**src/rtl/iir2_pkg.sv**
```systemverilog
package iir2_pkg;

   typedef enum logic {
      RND_TRUNC   = 1'b0,
      RND_NEAREST = 1'b1
   } rnd_mode_e;

   // Accumulator width: full product plus one bit per addition stage.
   function automatic int calc_acc_w(input int data_w, input int coef_w);
      return data_w + coef_w + 2;
   endfunction

endpackage

```
**src/rtl/iir2_mul_reg.sv**
```systemverilog
module iir2_mul_reg #(
   parameter int                       IN_W   = 16,
   parameter int                       COEF_W = 16,
   parameter logic signed [COEF_W-1:0] COEF   = '0
) (
   input  logic                           clk,
   input  logic                           rst,
   input  logic                           en,
   input  logic signed [IN_W-1:0]         din,
   output logic signed [IN_W+COEF_W-1:0]  prod_q
);
   localparam int PROD_W = IN_W + COEF_W;

   logic signed [PROD_W-1:0] din_ext;
   logic signed [PROD_W-1:0] coef_ext;
   logic signed [PROD_W-1:0] prod_d;

   assign din_ext  = {{COEF_W{din[IN_W-1]}}, din};
   assign coef_ext = {{IN_W{COEF[COEF_W-1]}}, COEF};
   assign prod_d   = din_ext * coef_ext;

   always_ff @(posedge clk) begin
      if (rst)     prod_q <= '0;
      else if (en) prod_q <= prod_d;
   end
endmodule

```
**src/rtl/iir2_add_reg.sv**
```systemverilog
module iir2_add_reg #(
   parameter int W = 32
) (
   input  logic                clk,
   input  logic                rst,
   input  logic                en,
   input  logic signed [W-1:0] a,
   input  logic signed [W-1:0] b,
   output logic signed [W-1:0] sum_q
);
   always_ff @(posedge clk) begin
      if (rst)     sum_q <= '0;
      else if (en) sum_q <= a + b;
   end
endmodule

```
**src/rtl/iir2_ctrl.sv**
```systemverilog
module iir2_ctrl #(
   parameter int STAGES = 3
) (
   input  logic              clk,
   input  logic              rst,
   input  logic              in_valid,
   output logic              in_ready,
   output logic              accept,
   output logic [STAGES-1:0] stage_v
);
   logic [STAGES-1:0] v_q;

   generate
      if (STAGES < 2) begin : g_bad_stages
         $error("iir2_ctrl: STAGES must be at least 2");
      end
   endgenerate

   assign in_ready = ~rst & ~(|v_q);
   assign accept   = in_valid & in_ready;
   assign stage_v  = v_q;

   always_ff @(posedge clk) begin
      if (rst) v_q <= '0;
      else     v_q <= {v_q[STAGES-2:0], accept};
   end

   AST_READY_DROPS: assert property (@(posedge clk) disable iff (rst)
      accept |=> !in_ready);
   AST_BUSY_WINDOW: assert property (@(posedge clk) disable iff (rst)
      ($past(accept, 1) || $past(accept, 2) || $past(accept, 3)) |-> !in_ready);
   AST_NO_STUCK_BUSY: assert property (@(posedge clk) disable iff (rst)
      !in_ready |-> ($past(accept, 1) || $past(accept, 2) || $past(accept, 3)));
   AST_ONE_IN_FLIGHT: assert property (@(posedge clk) disable iff (rst)
      $onehot0(v_q));
endmodule

```
**src/rtl/iir2_state.sv**
```systemverilog
module iir2_state #(
   parameter int DATA_W = 16,
   parameter int ACC_W  = 34,
   parameter int FRAC_W = 14
) (
   input  logic                     clk,
   input  logic                     rst,
   input  logic                     wb_en,
   input  logic signed [ACC_W-1:0]  acc,
   output logic signed [DATA_W-1:0] w1_q,
   output logic signed [DATA_W-1:0] w2_q,
   output logic                     out_valid
);
   localparam logic signed [ACC_W-1:0] SAT_HI = ACC_W'((64'sd1 <<< (DATA_W-1)) - 64'sd1);
   localparam logic signed [ACC_W-1:0] SAT_LO = -(ACC_W'(64'sd1 <<< (DATA_W-1)));

   logic signed [ACC_W-1:0]  shifted;
   logic signed [DATA_W-1:0] w_new;

   assign shifted = acc >>> FRAC_W;

   always_comb begin
      if (shifted > SAT_HI)      w_new = SAT_HI[DATA_W-1:0];
      else if (shifted < SAT_LO) w_new = SAT_LO[DATA_W-1:0];
      else                       w_new = shifted[DATA_W-1:0];
   end

   always_ff @(posedge clk) begin
      if (rst) begin
         w1_q      <= '0;
         w2_q      <= '0;
         out_valid <= 1'b0;
      end else begin
         out_valid <= wb_en;
         if (wb_en) begin
            w1_q <= w_new;
            w2_q <= w1_q;
         end
      end
   end

   AST_STATE_SHIFT: assert property (@(posedge clk) disable iff (rst)
      out_valid |-> (w2_q == $past(w1_q)));
   AST_STATE_HOLD: assert property (@(posedge clk) disable iff (rst)
      !out_valid |-> ($stable(w1_q) && $stable(w2_q)));
   AST_OUT_PULSE: assert property (@(posedge clk) disable iff (rst)
      out_valid |=> !out_valid);
endmodule

```
**src/rtl/iir2_section.sv**
```systemverilog
module iir2_section #(
   parameter int                         DATA_W = 16,
   parameter int                         COEF_W = 16,
   parameter int                         FRAC_W = 14,
   parameter logic signed [COEF_W-1:0]   A1     = 26346,
   parameter logic signed [COEF_W-1:0]   A2     = -16179,
   parameter iir2_pkg::rnd_mode_e        RND    = iir2_pkg::RND_NEAREST
) (
   input  logic              clk,
   input  logic              rst,
   input  logic              in_valid,
   output logic              in_ready,
   input  logic [DATA_W-1:0] in_sample,
   output logic              out_valid,
   output logic [DATA_W-1:0] out_sample
);
   localparam int PROD_W      = DATA_W + COEF_W;
   localparam int SUM1_W      = PROD_W + 1;
   localparam int ACC_W       = iir2_pkg::calc_acc_w(DATA_W, COEF_W);
   localparam int GUARD_W     = ACC_W - DATA_W - FRAC_W;
   localparam int PIPE_STAGES = 3;   // multiply, add products, add input
   localparam int NUM_TAPS    = 2;

   generate
      if (DATA_W < 2) begin : g_bad_data
         $error("iir2_section: DATA_W must be at least 2");
      end
      if (FRAC_W < 2 || FRAC_W >= COEF_W) begin : g_bad_frac
         $error("iir2_section: FRAC_W must lie in [2, COEF_W-1]");
      end
      if (GUARD_W < 1) begin : g_bad_guard
         $error("iir2_section: accumulator lacks guard bits");
      end
   endgenerate

   logic                     accept;
   logic [PIPE_STAGES-1:0]   stage_v;
   logic signed [DATA_W-1:0] w1, w2;
   logic signed [DATA_W-1:0] tap_in [NUM_TAPS];
   logic signed [PROD_W-1:0] tap_prod [NUM_TAPS];
   logic signed [DATA_W-1:0] u_s1, u_s2;
   logic signed [SUM1_W-1:0] sum1;
   logic signed [ACC_W-1:0]  sum1_ext, u_term, acc;
   logic [FRAC_W-1:0]        bias;

   iir2_ctrl #(.STAGES(PIPE_STAGES)) ctrl_i (
      .clk      (clk),
      .rst      (rst),
      .in_valid (in_valid),
      .in_ready (in_ready),
      .accept   (accept),
      .stage_v  (stage_v)
   );

   assign tap_in[0] = w1;
   assign tap_in[1] = w2;

   // Stage 1: one registered multiplier per feedback tap.
   for (genvar t = 0; t < NUM_TAPS; t++) begin : g_tap
      iir2_mul_reg #(
         .IN_W   (DATA_W),
         .COEF_W (COEF_W),
         .COEF   ((t == 0) ? A1 : A2)
      ) mul_i (
         .clk    (clk),
         .rst    (rst),
         .en     (accept),
         .din    (tap_in[t]),
         .prod_q (tap_prod[t])
      );
   end

   always_ff @(posedge clk) begin
      if (rst) begin
         u_s1 <= '0;
         u_s2 <= '0;
      end else begin
         if (accept)     u_s1 <= in_sample;
         if (stage_v[0]) u_s2 <= u_s1;
      end
   end

   // Stage 2: sum of the two feedback products.
   iir2_add_reg #(.W(SUM1_W)) add_fb_i (
      .clk   (clk),
      .rst   (rst),
      .en    (stage_v[0]),
      .a     ({tap_prod[0][PROD_W-1], tap_prod[0]}),
      .b     ({tap_prod[1][PROD_W-1], tap_prod[1]}),
      .sum_q (sum1)
   );

   // Rounding bias sits in the vacant fraction bits of the input term.
   if (RND == iir2_pkg::RND_NEAREST) begin : g_rnd_nearest
      assign bias = {1'b1, {(FRAC_W-1){1'b0}}};
   end else begin : g_rnd_trunc
      assign bias = '0;
   end

   assign sum1_ext = {{(ACC_W-SUM1_W){sum1[SUM1_W-1]}}, sum1};
   assign u_term   = {{GUARD_W{u_s2[DATA_W-1]}}, u_s2, bias};

   // Stage 3: add the input sample at unity gain.
   iir2_add_reg #(.W(ACC_W)) add_in_i (
      .clk   (clk),
      .rst   (rst),
      .en    (stage_v[1]),
      .a     (sum1_ext),
      .b     (u_term),
      .sum_q (acc)
   );

   // Write-back: scale, clamp, shift state.
   iir2_state #(
      .DATA_W (DATA_W),
      .ACC_W  (ACC_W),
      .FRAC_W (FRAC_W)
   ) state_i (
      .clk       (clk),
      .rst       (rst),
      .wb_en     (stage_v[PIPE_STAGES-1]),
      .acc       (acc),
      .w1_q      (w1),
      .w2_q      (w2),
      .out_valid (out_valid)
   );

   assign out_sample = w1;

   AST_OUT_LATENCY: assert property (@(posedge clk) disable iff (rst)
      out_valid |-> $past(accept, 4));
   AST_ACCEPT_PRODUCES: assert property (@(posedge clk) disable iff (rst)
      $past(accept, 4) |-> out_valid);
   AST_IDLE_OUTPUT: assert property (@(posedge clk) disable iff (rst)
      !out_valid |-> $stable(out_sample));
endmodule

```
**config.mk**
```make
export PLATFORM = sky130hd
export DESIGN_NAME = iir2_section
export DESIGN_NICKNAME = d
export VERILOG_FILES = /design/src/rtl/iir2_pkg.sv /design/src/rtl/iir2_mul_reg.sv /design/src/rtl/iir2_add_reg.sv /design/src/rtl/iir2_ctrl.sv /design/src/rtl/iir2_state.sv /design/src/rtl/iir2_section.sv
export SDC_FILE = /design/constraint.sdc
export NUM_CORES = 1
export LEC_CHECK = 0
export ABC_AREA = 1
export BUFFER_PORTS_ARGS = -buffer_cell sky130_fd_sc_hd__buf_2
export CORE_ASPECT_RATIO = 1.5
export CORE_MARGIN = 2
export CORE_UTILIZATION = 25
export CTS_CLUSTER_DIAMETER = 150
export DETAILED_ROUTE_END_ITERATION = 10
export GPL_TIMING_DRIVEN = 0
export PLACE_DENSITY_LB_ADDON = 0.25
export SLEW_MARGIN = 10
export SYNTH_ARGS = -nofsm -noshare
export SYNTH_HDL_FRONTEND = slang
export SYNTH_SLANG_ARGS = --single-unit
```
**constraint.sdc**
```tcl
create_clock -name clk -period 5.8 [get_ports clk]
set_input_delay 1.45 -clock clk [delete_from_list [all_inputs] [get_ports clk]]
set_output_delay 1.45 -clock clk [all_outputs]
set_load 0.005 [all_outputs]
```
After elaboration in Yosys (flattened, before gate mapping) --
Index checks and enable logic that the tools add are counted.
Storage, ports and cells: bits in registers 197, output and inout port bits 18, word-level logic and storage cells 23, bits of input ports 19
Cells by class: $lt $le $gt $ge 2, muxes and demuxes 2, bitwise operators 4, $mul 2, add/subtract/negate cells 2, reduce and logical (&&, ||, !) cells 1
Operator list (count):
- $mul 16x15->31 const B | 2
- $add 33x30->34 | 1
- $add 32x31->33 | 1
- $mux 16 | 2
- $gt 20x16->1 const B | 1
- $lt 20x16->1 const B | 1
- $reduce_or 3->1 | 1
- $and 1x1->1 | 2
- $not 1->1 | 2

Depth between registers and ports, before layout --
Gate-level depths: netlist of the first run.
depth in word-level cells 4, depth in mapped cells 25, gate-level depth less buffers 25

Modules after synthesis --
A second synthesis of the first run with hierarchy kept.
Unflattened totals: cell total of the unflattened synthesis 3654, area total of the unflattened synthesis 23956.7 sq um
Modules (own cells, without submodules):
- iir2_mul_reg (g_tap[0].mul_i) | sequential area each 620.6 sq um, cells each 1030, instances 1, area each 7298.2 sq um
- iir2_mul_reg (g_tap[1].mul_i) | sequential area each 620.6 sq um, cells each 919, instances 1, area each 6525.0 sq um
- iir2_add_reg (add_fb_i) | sequential area each 660.6 sq um, cells each 712, instances 1, area each 3802.4 sq um
- iir2_add_reg (add_in_i) | sequential area each 680.7 sq um, cells each 626, instances 1, area each 3653.5 sq um
- iir2_section | sequential area each 640.6 sq um, cells each 204, instances 1, area each 1335.0 sq um
- iir2_state | sequential area each 660.6 sq um, cells each 149, instances 1, area each 1238.7 sq um
- iir2_ctrl | sequential area each 60.1 sq um, cells each 14, instances 1, area each 103.8 sq um

Least setup slack after synthesis of the first run --
Ideal clock, no wire load.
kind flip-flop to flip-flop, start point register state_i.w1_q[15], end point register g_tap[0].mul_i.prod_q[31], required time 5691 ps, path buffers 0, period minus slack after synthesis 4896 ps, cell stages (with the launch flop) 20, path slack 904 ps, arrival time 4787 ps, setup time 109 ps, cell sequence dfxtp_1 > ha_1 > fa_1 > inv_1 > fa_1 > fa_1 > fa_1 > inv_1 > fa_1 > inv_1 > ha_1 > nand2_1 > nor2_1 > and2_1 > and2_1 > nand2_1 > nand3_1 > nand3_1 > nand2_1 > inv_1
On the way: cells in the longest elaborated chain, start to end 1
Ends and longest elaborated chain:
- start, declared | line iir2_state.sv:10 | output logic signed [DATA_W-1:0] w1_q,
- start signal, assigned | line iir2_state.sv:36 | w1_q <= w_new;
- $mul 16x15->31 | line iir2_mul_reg.sv:20 | assign prod_d = din_ext * coef_ext;
- end signal, assigned | line iir2_mul_reg.sv:24 | else if (en) prod_q <= prod_d;
- end, declared | line iir2_mul_reg.sv:10 | output logic signed [IN_W+COEF_W-1:0] prod_q
Every way passes these cells. A chain may end at the register's enable or synchronous reset.

Final worst setup path of the first run --
start point register state_i.w1_q[11], end point register g_tap[0].mul_i.prod_q[25]
The elaborated chain is that of the path after synthesis.

==> results.txt, run 1 <==
max-cap violation count: 0
Final HPWL DP: 56800 µm
worst reg-to-reg path cell count: 22
Filler cells: 9061
GRT met3 Usage: 0.0121
vias in the first global route: 18100
distinct cell type count after synthesis: 34
Clk Latency, worst-skew pair: 0.46 ns
clock slew at reported path FFs: 0.07 ns
power per cell area: 162 nW/µm²
die area: 84400 µm²
DRC errors left: 0
FF+latch count, synth: 169
routing usage on met2: 0.312
CP startpoint kind: flop
GP Congestion: 0.931
max_slew headroom: 0.464
Worst R2R Setup Slack: 0.32 ns
Post-Synth XOR/XNOR Area: 0.0218
register area: 3400 µm²
initial antenna violation count: 0
Setup crit start: state_i.w1_q[11]$_SDFFE_PP0P_
WL final: 64700 µm
Power Total: 3.66 mW
sequential area share after synthesis: 0.165
Final Skew: 0.0145 ns
Final Cycle Share: 0.945
# resized after CTS: 3
max frequency: 183 MHz
Post-Synth Simple-Gate Area: 0.241
Util after Layout: 0.278
total setup buffers inserted after CTS: 0
Via density: 4.36
RSZ-0062 raised after global routing: no
clock root buffer: clkbuf_16
DR pass1 iterations: 5
Arr. time, crit path: 5.84 ns
Final Max Tran Viols: 0
Multi-input gate area: 14100 µm²
post-synthesis cell area: 20500 µm²
Leak Pwr: 13.1 nW
type of the worst setup path: reg2reg
Top Ports: 37
Reg2Reg Launch Point: state_i.w1_q[11]$_SDFFE_PP0P_
initial core utilization: 0.253
Synth warnings: 0
Hold Path Class: reg2reg
Avg Cell Area, Syn: 6.78 µm²
1st-iter DRT viols: 683
Max clock buf depth: 2
RR Endpoint: g_tap[0].mul_i.prod_q[25]$_SDFFE_PP0P_
TritonCTS buffer count: 17
PortBufs: 36
Global Route met1 Usage: 0.161
Die Span Y: 355 µm
Placeable Area: 81200 µm²
Critical Path RT: 6.16 ns
compound-cell area share of the yosys netlist: 0.0906
Adder-Cell Fraction of Synth Area: 0.333
crit path to: g_tap[0].mul_i.prod_q[25]$_SDFFE_PP0P_
main combinational cell family by area after synthesis: adder cells
num rows: 128
crit-path max FO: 7
Avg WL per Cell: 15.6 µm
measured slew at the worst slew-check pin: 0.804 ns
final hold vios: 0
Nets: 3552
peak supply drop: 0.232 mV
minimum clock period: 5.48 ns
setup TNS: 0 ns
Die W: 238 µm
total track usage: 0.156
run status: finished clean
# H-tree levels: 4
final setup fails: 0
GRT Residual Overflow: 0
Mapped Nets: 3497
largest net degree at the start of global routing: 20
vias: 18000
hold_ws: 0.456 ns
clock sinks: 169
Syn Inst Count: 3027
post-detailed-route count of antenna-violating nets: 0
Top Usage Layer GRT: met2
Ant. Diodes: 0
hold_buf cts: 0
Syn-to-layout area delta: 10.2%
CTS tree: done
share of cells above drive strength 1: 0.0368
crit path capture type: flop
first-pass GRT wire length: 101000 µm
mux contribution to synthesized area: 0
-- stage by stage --
step	cells	instance area (µm²)	worst slack, ns
global placement	4103	22000	-0.184
detailed placement	4103	22000	-0.137
global route	4135	22600	0.00190
CTS	4135	22600	0.0662
floorplan	3027	20500	0.904
finish	4135	22600	0.321
-- placed cells by master (no fill, tap or decap), types with 14 or more instances in the layout --
cell / count
nand2_1: 827
inv_1: 745
ha_1: 293
nor2_1: 169
fa_1: 158
dfxtp_1: 154
a21oi_1: 151
nand3_1: 142
o21ai_0: 121
buf_2: 42
nand4_1: 38
o21a_1: 35
clkbuf_1: 34
xor2_1: 32
xnor2_1: 19
clkbuf_16: 17
o21bai_1: 15
dfxtp_2: 14
-- layer usage --
metal | share of wire | vias to the layer above
met5 | 0 | -
met4 | 0.045 | 0
met3 | 0.017 | 101
met2 | 0.56 | 206
met1 | 0.38 | 8362
li1 | - | 9354
-- state kept, by name, indices dropped and copies added, names as in the netlist --
register,count
add_fb_i.sum_q,20
add_in_i.sum_q,20
ctrl_i.stage_v,3
g_tap.mul_i.prod_q,61
state_i.out_valid,1
state_i.w1_q,16
state_i.w2_q,16
u_s1,16
u_s2,16
-- cells in the mapped netlist --
library cell,number,area [µm²]
nor3_4,1,16.3
a21o_1,7,52.6
buf_1,4,15.0
nand3_1,143,716
nor2_4,1,11.3
nor2_1,170,638
o21a_1,35,263
o22ai_1,3,18.8
inv_1,745,2800
or2_2,9,56.3
o21ai_1,1,5.00
a41oi_1,1,8.76
nand4_1,38,238
nand2_2,1,6.26
buf_4,7,52.6
dfxtp_1,169,3380
xor2_1,32,280
buf_6,1,11.3
and2_1,9,56.3
inv_2,2,7.51
clkbuf_1,34,128
nand2_1,827,3100
o211ai_1,5,37.5
o21bai_1,15,113
ha_1,293,3670
nor3_1,9,45.0
o21ai_0,121,606
xnor2_1,19,166
and3_1,1,6.26
nand3b_1,8,60.1
a21oi_1,151,756
fa_1,158,3160
buf_2,6,30.0
clkinv_1,1,3.75
-- where the power goes --
group          switching (mW)  total, mW  leakage [nW]  internal (mW)
combinational           0.797       1.23          11.4          0.429
clock                   0.536       1.16         0.279          0.624
sequential             0.0599       1.28          1.38           1.22
-- how the worst min path moves through the flow --
stage / start / end / slack, ns / cells after the start
2_1_floorplan: u_s1[10]$_SDFFE_PP0P_ / u_s1[10]$_SDFFE_PP0P_ / 0.42 / 2
3_3_place_gp: u_s1[13]$_SDFFE_PP0P_ / u_s1[13]$_SDFFE_PP0P_ / 0.45 / 2
3_5_place_dp: u_s1[15]$_SDFFE_PP0P_ / u_s1[15]$_SDFFE_PP0P_ / 0.45 / 2
4_1_cts: u_s1[15]$_SDFFE_PP0P_ / u_s1[15]$_SDFFE_PP0P_ / 0.46 / 2
5_1_grt: u_s1[14]$_SDFFE_PP0P_ / u_s1[14]$_SDFFE_PP0P_ / 0.48 / 2
6_report: u_s1[15]$_SDFFE_PP0P_ / u_s1[15]$_SDFFE_PP0P_ / 0.46 / 2
-- kinds of logic (layout without fill, tap and decap cells) --
logic type                 after synthesis  count (layout)
AOI/OAI and AO/OA                      339             339
xor gates and xnor gates                51              51
adders and majority gates              451             451
buffers and inverters                  800             868
DFF                                    169             169
and+or+nand+nor                       1217            1217
-- layout make-up --
cell class | instances | area share
Multi-Input combinational cell | 2058 | 0.623
Inverter | 748 | 0.124
Clock inverter | 13 | 0.00576
Clock buffer | 19 | 0.0200
Timing Repair Buffer | 36 | 0.00797
Buffer | 52 | 0.0105
Sequential cell | 169 | 0.151
Tap cell | 1040 | 0.0576
-- critical path: stages (launching register included) --
cell and delay, ns:
dfxtp_1 0.45, ha_1 0.34, inv_1 0.07, fa_1 0.53, inv_1 0.06, fa_1 0.53
inv_1 0.06, fa_1 0.52, inv_1 0.05, fa_1 0.58, inv_1 0.07, fa_1 0.50
inv_1 0.04, ha_1 0.39, nand2_1 0.14, nor2_1 0.22, inv_1 0.06, nor2_1 0.15
nand4_1 0.13, nand4_1 0.10, nand3_1 0.21, nand2_1 0.11, inv_1 0.04
(Power assumes the default switching activity.)
==> run 2, diff against run 1 <==
--- a/config.mk
+++ b/config.mk
@@ -5,7 +5,6 @@
 export SDC_FILE = /design/constraint.sdc
 export NUM_CORES = 1
 export LEC_CHECK = 0
-export ABC_AREA = 1
 export BUFFER_PORTS_ARGS = -buffer_cell sky130_fd_sc_hd__buf_2
 export CORE_ASPECT_RATIO = 1.5
 export CORE_MARGIN = 2
==> run 2 against run 1 <==
Effect of this change: maximum frequency shrank 3.1%; total power shrank 30%; critical path type unchanged; clock skew shrank 0.0031 ns; worst hold slack gained 0.0035 ns; largest cell class unchanged; clock power grew 5%; the run now ends with design-rule violations left; die area shrank 13%; design area shrank 11%; final cell count shrank 27%; count of clock-buffer cells in the layout is the same; via count shrank 22%.
==> results.txt, run 2 <==
Arr. time, crit path: 5.94 ns
measured slew at the worst slew-check pin: 0.961 ns
Syn-to-layout area delta: 13.6%
final setup fails: 0
leading cell type in the layout, fill and taps excluded: inv_1
Avg Cell Area, Syn: 8.87 µm²
Critical Path RT: 6.08 ns
min-delay src: g_tap[1].mul_i.prod_q[20]$_SDFFE_PP0P_
clock sinks: 169
CP startpoint kind: flop
Worst R2R Setup Slack: 0.15 ns
distinct cell type count after synthesis: 78
hold_ws: 0.459 ns
Synth warnings: 0
largest net degree at the start of global routing: 20
Avg WL per Cell: 18.1 µm
hold_buf cts: 0
Power Total: 2.58 mW
Mapped Nets: 2474
area post-placement: 19100 µm²
WL final: 54200 µm
area leader, netlist: ha_1
Final Max Tran Viols: 0
post-synthesis cell area: 17800 µm²
DR pass1 iterations: 9
initial antenna violation count: 0
Nets: 2547
Die W: 222 µm
clock slew at reported path FFs: 0.07 ns
crit-path max FO: 4
# H-tree levels: 4
crit path capture type: flop
Die Span Y: 331 µm
max_slew headroom: 0.359
vias: 14000
failing checks: design-rule violations
Final HPWL DP: 45200 µm
crit path cell chain: buf_12 > ha_1 > inv_1 > fa_1 > inv_1 > fa_1 > fa_2 > fa_1 > fa_1 > ha_1 > a211oi_2 > o211ai_1 > a221o_1 > a41o_2 > a311oi_4 > nor3_2 > xnor2_1 > a211oi_1
design area: 20200 µm²
first-pass GRT wire length: 84500 µm
1st-iter DRT viols: 627
worst reg-to-reg path cell count: 18
ranking of synthesized cells by area: ha_1, dfxtp_1, fa_1
Clk Latency, worst-skew pair: 0.44 ns
PortBufs: 35
most common cell in the netlist: inv_1
post-detailed-route count of antenna-violating nets: 0
share of cells above drive strength 1: 0.0880
Leak Pwr: 9.75 nW
TritonCTS buffer count: 17
CTS tree: done
Placeable Area: 70300 µm²
post-synth top area share: 0.206
Max clock buf depth: 2
CP delay by family, top: adder cells
num rows: 119
Final Cycle Share: 0.975
Hold Crit Endpoint: g_tap[1].mul_i.prod_q[20]$_SDFFE_PP0P_
largest registers: g_tap.mul_i.prod_q (61), add_fb_i.sum_q (20), add_in_i.sum_q (20)
GP Congestion: 0.861
Worst path slowest cell: fa_1
Via density: 4.67
most frequent cells in the layout: inv_1, ha_1, nand2_1, fa_1, dfxtp_1
die area: 73300 µm²
minimum clock period: 5.65 ns
GRT Residual Overflow: 0
Syn Inst Count: 2004
Reg with most FFs: g_tap.mul_i.prod_q
sequential area share after synthesis: 0.190
Synth top cells by count: inv_1, ha_1, nand2_1
Final Skew: 0.0114 ns
setup TNS: 0 ns
run status: finished with violations
peak supply drop: 0.194 mV
max-cap violation count: 0
worst hold stages: 2
FF+latch count, synth: 169
initial core utilization: 0.253
DRC errors left: 2
FFs w/ async S/R, synth: 0
Reg2Reg Launch Point: state_i.w1_q[12]$_SDFFE_PP0P_
largest stage delay on the critical path: 0.60 ns
clock root buffer: clkbuf_16
Post-synth EDFFs: 0
final hold vios: 0
Crit path buffers/inverters: 3
Hold Path Class: reg2reg
max frequency: 177 MHz
vias in the first global route: 14800
most used cell, CP: fa_1
total track usage: 0.151
power per cell area: 128 nW/µm²
Top Ports: 37
RR Endpoint: g_tap[0].mul_i.prod_q[27]$_SDFFE_PP0P_
max FFs per register: 61
Main synth FF type: dfxtp_1
type of the worst setup path: reg2reg
Filler cells: 7565
run 2: cell types whose count changed in the layout (fill, tap and decap cells not counted), sizes merged, moves of 55 or more:
| cell | change |
|---|---|
| o21ai | -57 |
| mux2i | +61 |
| nand2 | -656 |
| nor2 | -55 |
| inv | -421 |
| nand3 | -117 |
run 2: logic make-up (layout without fill, tap and decap cells):
| family | after synthesis | in the layout | share of synthesized area |
|---|---|---|---|
| buffers and inverters | 399 | 485 | 0.0848 |
| and+or+nand+nor | 433 | 433 | 0.111 |
| DFF | 169 | 169 | 0.190 |
| adders and majority gates | 451 | 451 | 0.384 |
| muxes | 66 | 66 | 0.0375 |
| xor gates and xnor gates | 96 | 96 | 0.0473 |
| other | 0 | 1 | 0 |
| AOI/OAI and AO/OA | 390 | 390 | 0.145 |
run 2: tightest hold or removal path, cell delays in order (launching register included):
cell,delay [ns]
dfxtp_1,0.31
nand2_1,0.05
a21oi_1,0.05
run 2: repair_timing:
item,in CTS,in global routing
endpoints found under the setup margin,23,21
buffers inserted,3,19
cloned,0,0
endpoints found under the hold margin,0,0
resized for setup,47,44
pin swaps,8,19
run 2: area by class of cell:
cell class | instances | area (µm²) | share of cell area
Tap cell | 907 | 1130 | 0.0562
Multi-Input combinational cell | 1436 | 13100 | 0.648
Sequential cell | 169 | 3460 | 0.171
Inverter | 330 | 1240 | 0.0615
Timing Repair Buffer | 57 | 353 | 0.0175
Clock buffer | 19 | 453 | 0.0224
Buffer | 66 | 295 | 0.0146
Antenna cell | 1 | 2.50 | 0.000124
Clock inverter | 13 | 166 | 0.00824
run 2: layer usage:
| layer | vias up | wire length (µm) | global-route usage |
|---|---|---|---|
| li1 | 6836 | - | - |
| met1 | 6911 | 20700 | 0.155 |
| met2 | 175 | 30400 | 0.305 |
| met3 | 75 | 910 | 0.0149 |
| met4 | 0 | 2200 | 0.0662 |
| met5 | - | 0 | 0 |
run 2: per-stage QoR:
step           worst slack, ns  std cells   util
6_report                 0.145       2998  0.287
5_1_grt               -0.00596       2997  0.287
4_1_cts                0.00543       2980  0.283
3_5_place_dp             -1.02       2946  0.272
3_3_place_gp             -1.02       2946  0.272
2_1_floorplan           0.0492       2004      -
run 2: worst max-delay path by stage:
stage | startpoint | to | slack, ns | depth (start not counted)
6_report | state_i.w1_q[12]$_SDFFE_PP0P_ | g_tap[0].mul_i.prod_q[27]$_SDFFE_PP0P_ | 0.15 | 18
5_1_grt | state_i.w1_q[10]$_SDFFE_PP0P_ | g_tap[0].mul_i.prod_q[27]$_SDFFE_PP0P_ | -0.006 | 19
4_1_cts | state_i.w1_q[14]$_SDFFE_PP0P_ | g_tap[0].mul_i.prod_q[27]$_SDFFE_PP0P_ | 0.005 | 21
3_5_place_dp | state_i.w1_q[14]$_SDFFE_PP0P_ | g_tap[0].mul_i.prod_q[25]$_SDFFE_PP0P_ | -1.02 | 21
3_3_place_gp | state_i.w1_q[14]$_SDFFE_PP0P_ | g_tap[0].mul_i.prod_q[27]$_SDFFE_PP0P_ | -1.02 | 21
2_1_floorplan | state_i.w1_q[14]$_SDFFE_PP0P_ | g_tap[0].mul_i.prod_q[25]$_SDFFE_PP0P_ | 0.05 | 21
run 2: report_power, final:
group / internal, mW / switching (mW) / total, mW
Clock: 0.704 / 0.512 / 1.22
Sequential: 1.17 / 0.0132 / 1.18
Combinational: 0.0506 / 0.128 / 0.178
==> run 3, diff against run 2 <==
--- a/config.mk
+++ b/config.mk
@@ -5,12 +5,13 @@
 export SDC_FILE = /design/constraint.sdc
 export NUM_CORES = 1
 export LEC_CHECK = 0
-export BUFFER_PORTS_ARGS = -buffer_cell sky130_fd_sc_hd__buf_2
+export ABC_AREA = 1
 export CORE_ASPECT_RATIO = 1.5
 export CORE_MARGIN = 2
 export CORE_UTILIZATION = 25
 export CTS_CLUSTER_DIAMETER = 150
 export DETAILED_ROUTE_END_ITERATION = 10
+export DONT_BUFFER_PORTS = 1
 export GPL_TIMING_DRIVEN = 0
 export PLACE_DENSITY_LB_ADDON = 0.25
 export SLEW_MARGIN = 10
==> run 3 against run 2 <==
Effect of this change: the run now ends clean; worst setup slack improved by 0.18 ns; via count increased by 28%; sequential share of layout area decreased by 2.0 points; count of clock-buffer cells in the layout shrank 1; non-clock buffer count fell by 71; routed wire length increased by 25%; global-route usage increased by 1.3 points; core utilization fell by 1.1 points; die area grew 15%; first-iteration DRC count rose by 12%; clock power shrank 3%.
==> results.txt, run 3 (synthesis results as in run 1) <==
Leak Pwr: 12.9 nW
TritonCTS buffer count: 17
setup TNS: 0 ns
Power Total: 3.74 mW
Die W: 238 µm
initial core utilization: 0.253
largest net degree at the start of global routing: 20
num rows: 128
Final Cycle Share: 0.944
Hold Path Class: reg2reg
largest registers: g_tap.mul_i.prod_q (61), add_fb_i.sum_q (20), add_in_i.sum_q (20)
RSZ-0062 raised after global routing: no
crit-path max FO: 7
Placed Cells: 4067
initial antenna violation count: 1
die area: 84400 µm²
DR pass1 iterations: 5
power per cell area: 167 nW/µm²
Filler cells: 9117
Die Span Y: 355 µm
peak supply drop: 0.206 mV
run status: finished clean
Via density: 4.38
1st-iter DRT viols: 703
first-pass GRT wire length: 104000 µm
DRC errors left: 0
leading cell type in the layout, fill and taps excluded: nand2_1
Final Skew: 0.0181 ns
Clk Latency, worst-skew pair: 0.47 ns
total track usage: 0.163
Nets: 3516
GP Congestion: 0.894
clock sinks: 169
Arr. time, crit path: 5.89 ns
total setup buffers inserted after CTS: 0
Avg WL per Cell: 16.5 µm
CP startpoint kind: flop
Top Ports: 37
max-cap violation count: 0
minimum clock period: 5.48 ns
Reg with most FFs: g_tap.mul_i.prod_q
Non-Filler Instances: 4099
vias: 18000
type of the worst setup path: reg2reg
Max clock buf depth: 2
Util after Layout: 0.276
final hold vios: 0
# H-tree levels: 4
Placeable Area: 81200 µm²
Final HPWL DP: 59100 µm
CTS tree: done
GRT Residual Overflow: 0
register area: 3410 µm²
max_slew headroom: 0.411
hold_ws: 0.460 ns
PortBufs: 0
vias in the first global route: 18000
WL final: 67800 µm
clock root buffer: clkbuf_16
post-detailed-route count of antenna-violating nets: 0
most frequent cells in the layout: nand2_1, inv_1, ha_1, nor2_1, fa_1
Ant. Diodes: 0
share of cells above drive strength 1: 0.0255
Critical Path RT: 6.21 ns
Final Max Tran Viols: 0
clock slew at reported path FFs: 0.08 ns
max frequency: 183 MHz
max FFs per register: 61
crit path capture type: flop
final setup fails: 0
Syn-to-layout area delta: 9.32%
measured slew at the worst slew-check pin: 0.884 ns
Multi-input gate area: 14100 µm²
## run 3: what timing repair did
| item | 4_1_cts | 5_1_grt |
|---|---|---|
| gates resized for setup | 3 | 16 |
| setup endpoints to repair | 10 | 20 |
| hold buffers | 0 | 0 |
## run 3: per-stage QoR
stage          area (µm²)  setup WS [ns]
4_1_cts             22400         0.0397
3_3_place_gp        21800         -0.360
5_1_grt             22400         0.0270
3_5_place_dp        21800         -0.295
2_1_floorplan       20500          0.904
6_report            22400          0.324
## run 3: worst max-delay path: stages, from the launching register on
cell and delay, ns:
dfxtp_1 0.69, ha_1 0.33, inv_1 0.12, fa_1 0.44, inv_1 0.11, fa_1 0.44, fa_1 0.54, fa_1 0.57
inv_1 0.06, fa_1 0.50, inv_1 0.05, ha_1 0.38, nand2_1 0.12, nor2_1 0.18, inv_1 0.07, nor2_1 0.16
nand2_1 0.07, nand2_1 0.09, xor2_1 0.30, o21bai_1 0.10, inv_1 0.07
## run 3: routing by layer
metal  share of wire  vias to the layer above  track usage
met5               0                        -            0
met4           0.032                        0       0.0595
met3           0.018                       82       0.0101
met2            0.56                      227        0.328
met1            0.39                     8371        0.176
li1                -                     9279            -
## run 3: power breakdown
group	total, mW	internal [mW]	switching [mW]
Sequential	1.28	1.22	0.0611
Combinational	1.28	0.436	0.840
Clock	1.18	0.587	0.592
Total	3.74	2.24	1.49
## run 3: final cells by class
cell class                      instances  share of cell area
Clock buffer                           18              0.0196
Inverter                              748               0.125
Multi-Input combinational cell       2058               0.628
Clock inverter                         14             0.00653
Sequential cell                       169               0.152
Tap cell                             1040              0.0580
Buffer                                 52              0.0105
## run 3: worst paths after layout
kind              depth (start not counted)                          from                                endpoint  slack, ns
setup / recovery                         20  state_i.w1_q[6]$_SDFFE_PP0P_  g_tap[0].mul_i.prod_q[21]$_SDFFE_PP0P_       0.32
hold / removal                            2         u_s1[11]$_SDFFE_PP0P_                   u_s1[11]$_SDFFE_PP0P_       0.46
setup reg to reg                         20  state_i.w1_q[6]$_SDFFE_PP0P_  g_tap[0].mul_i.prod_q[21]$_SDFFE_PP0P_       0.32
hold reg to reg                           2         u_s1[11]$_SDFFE_PP0P_                   u_s1[11]$_SDFFE_PP0P_       0.46
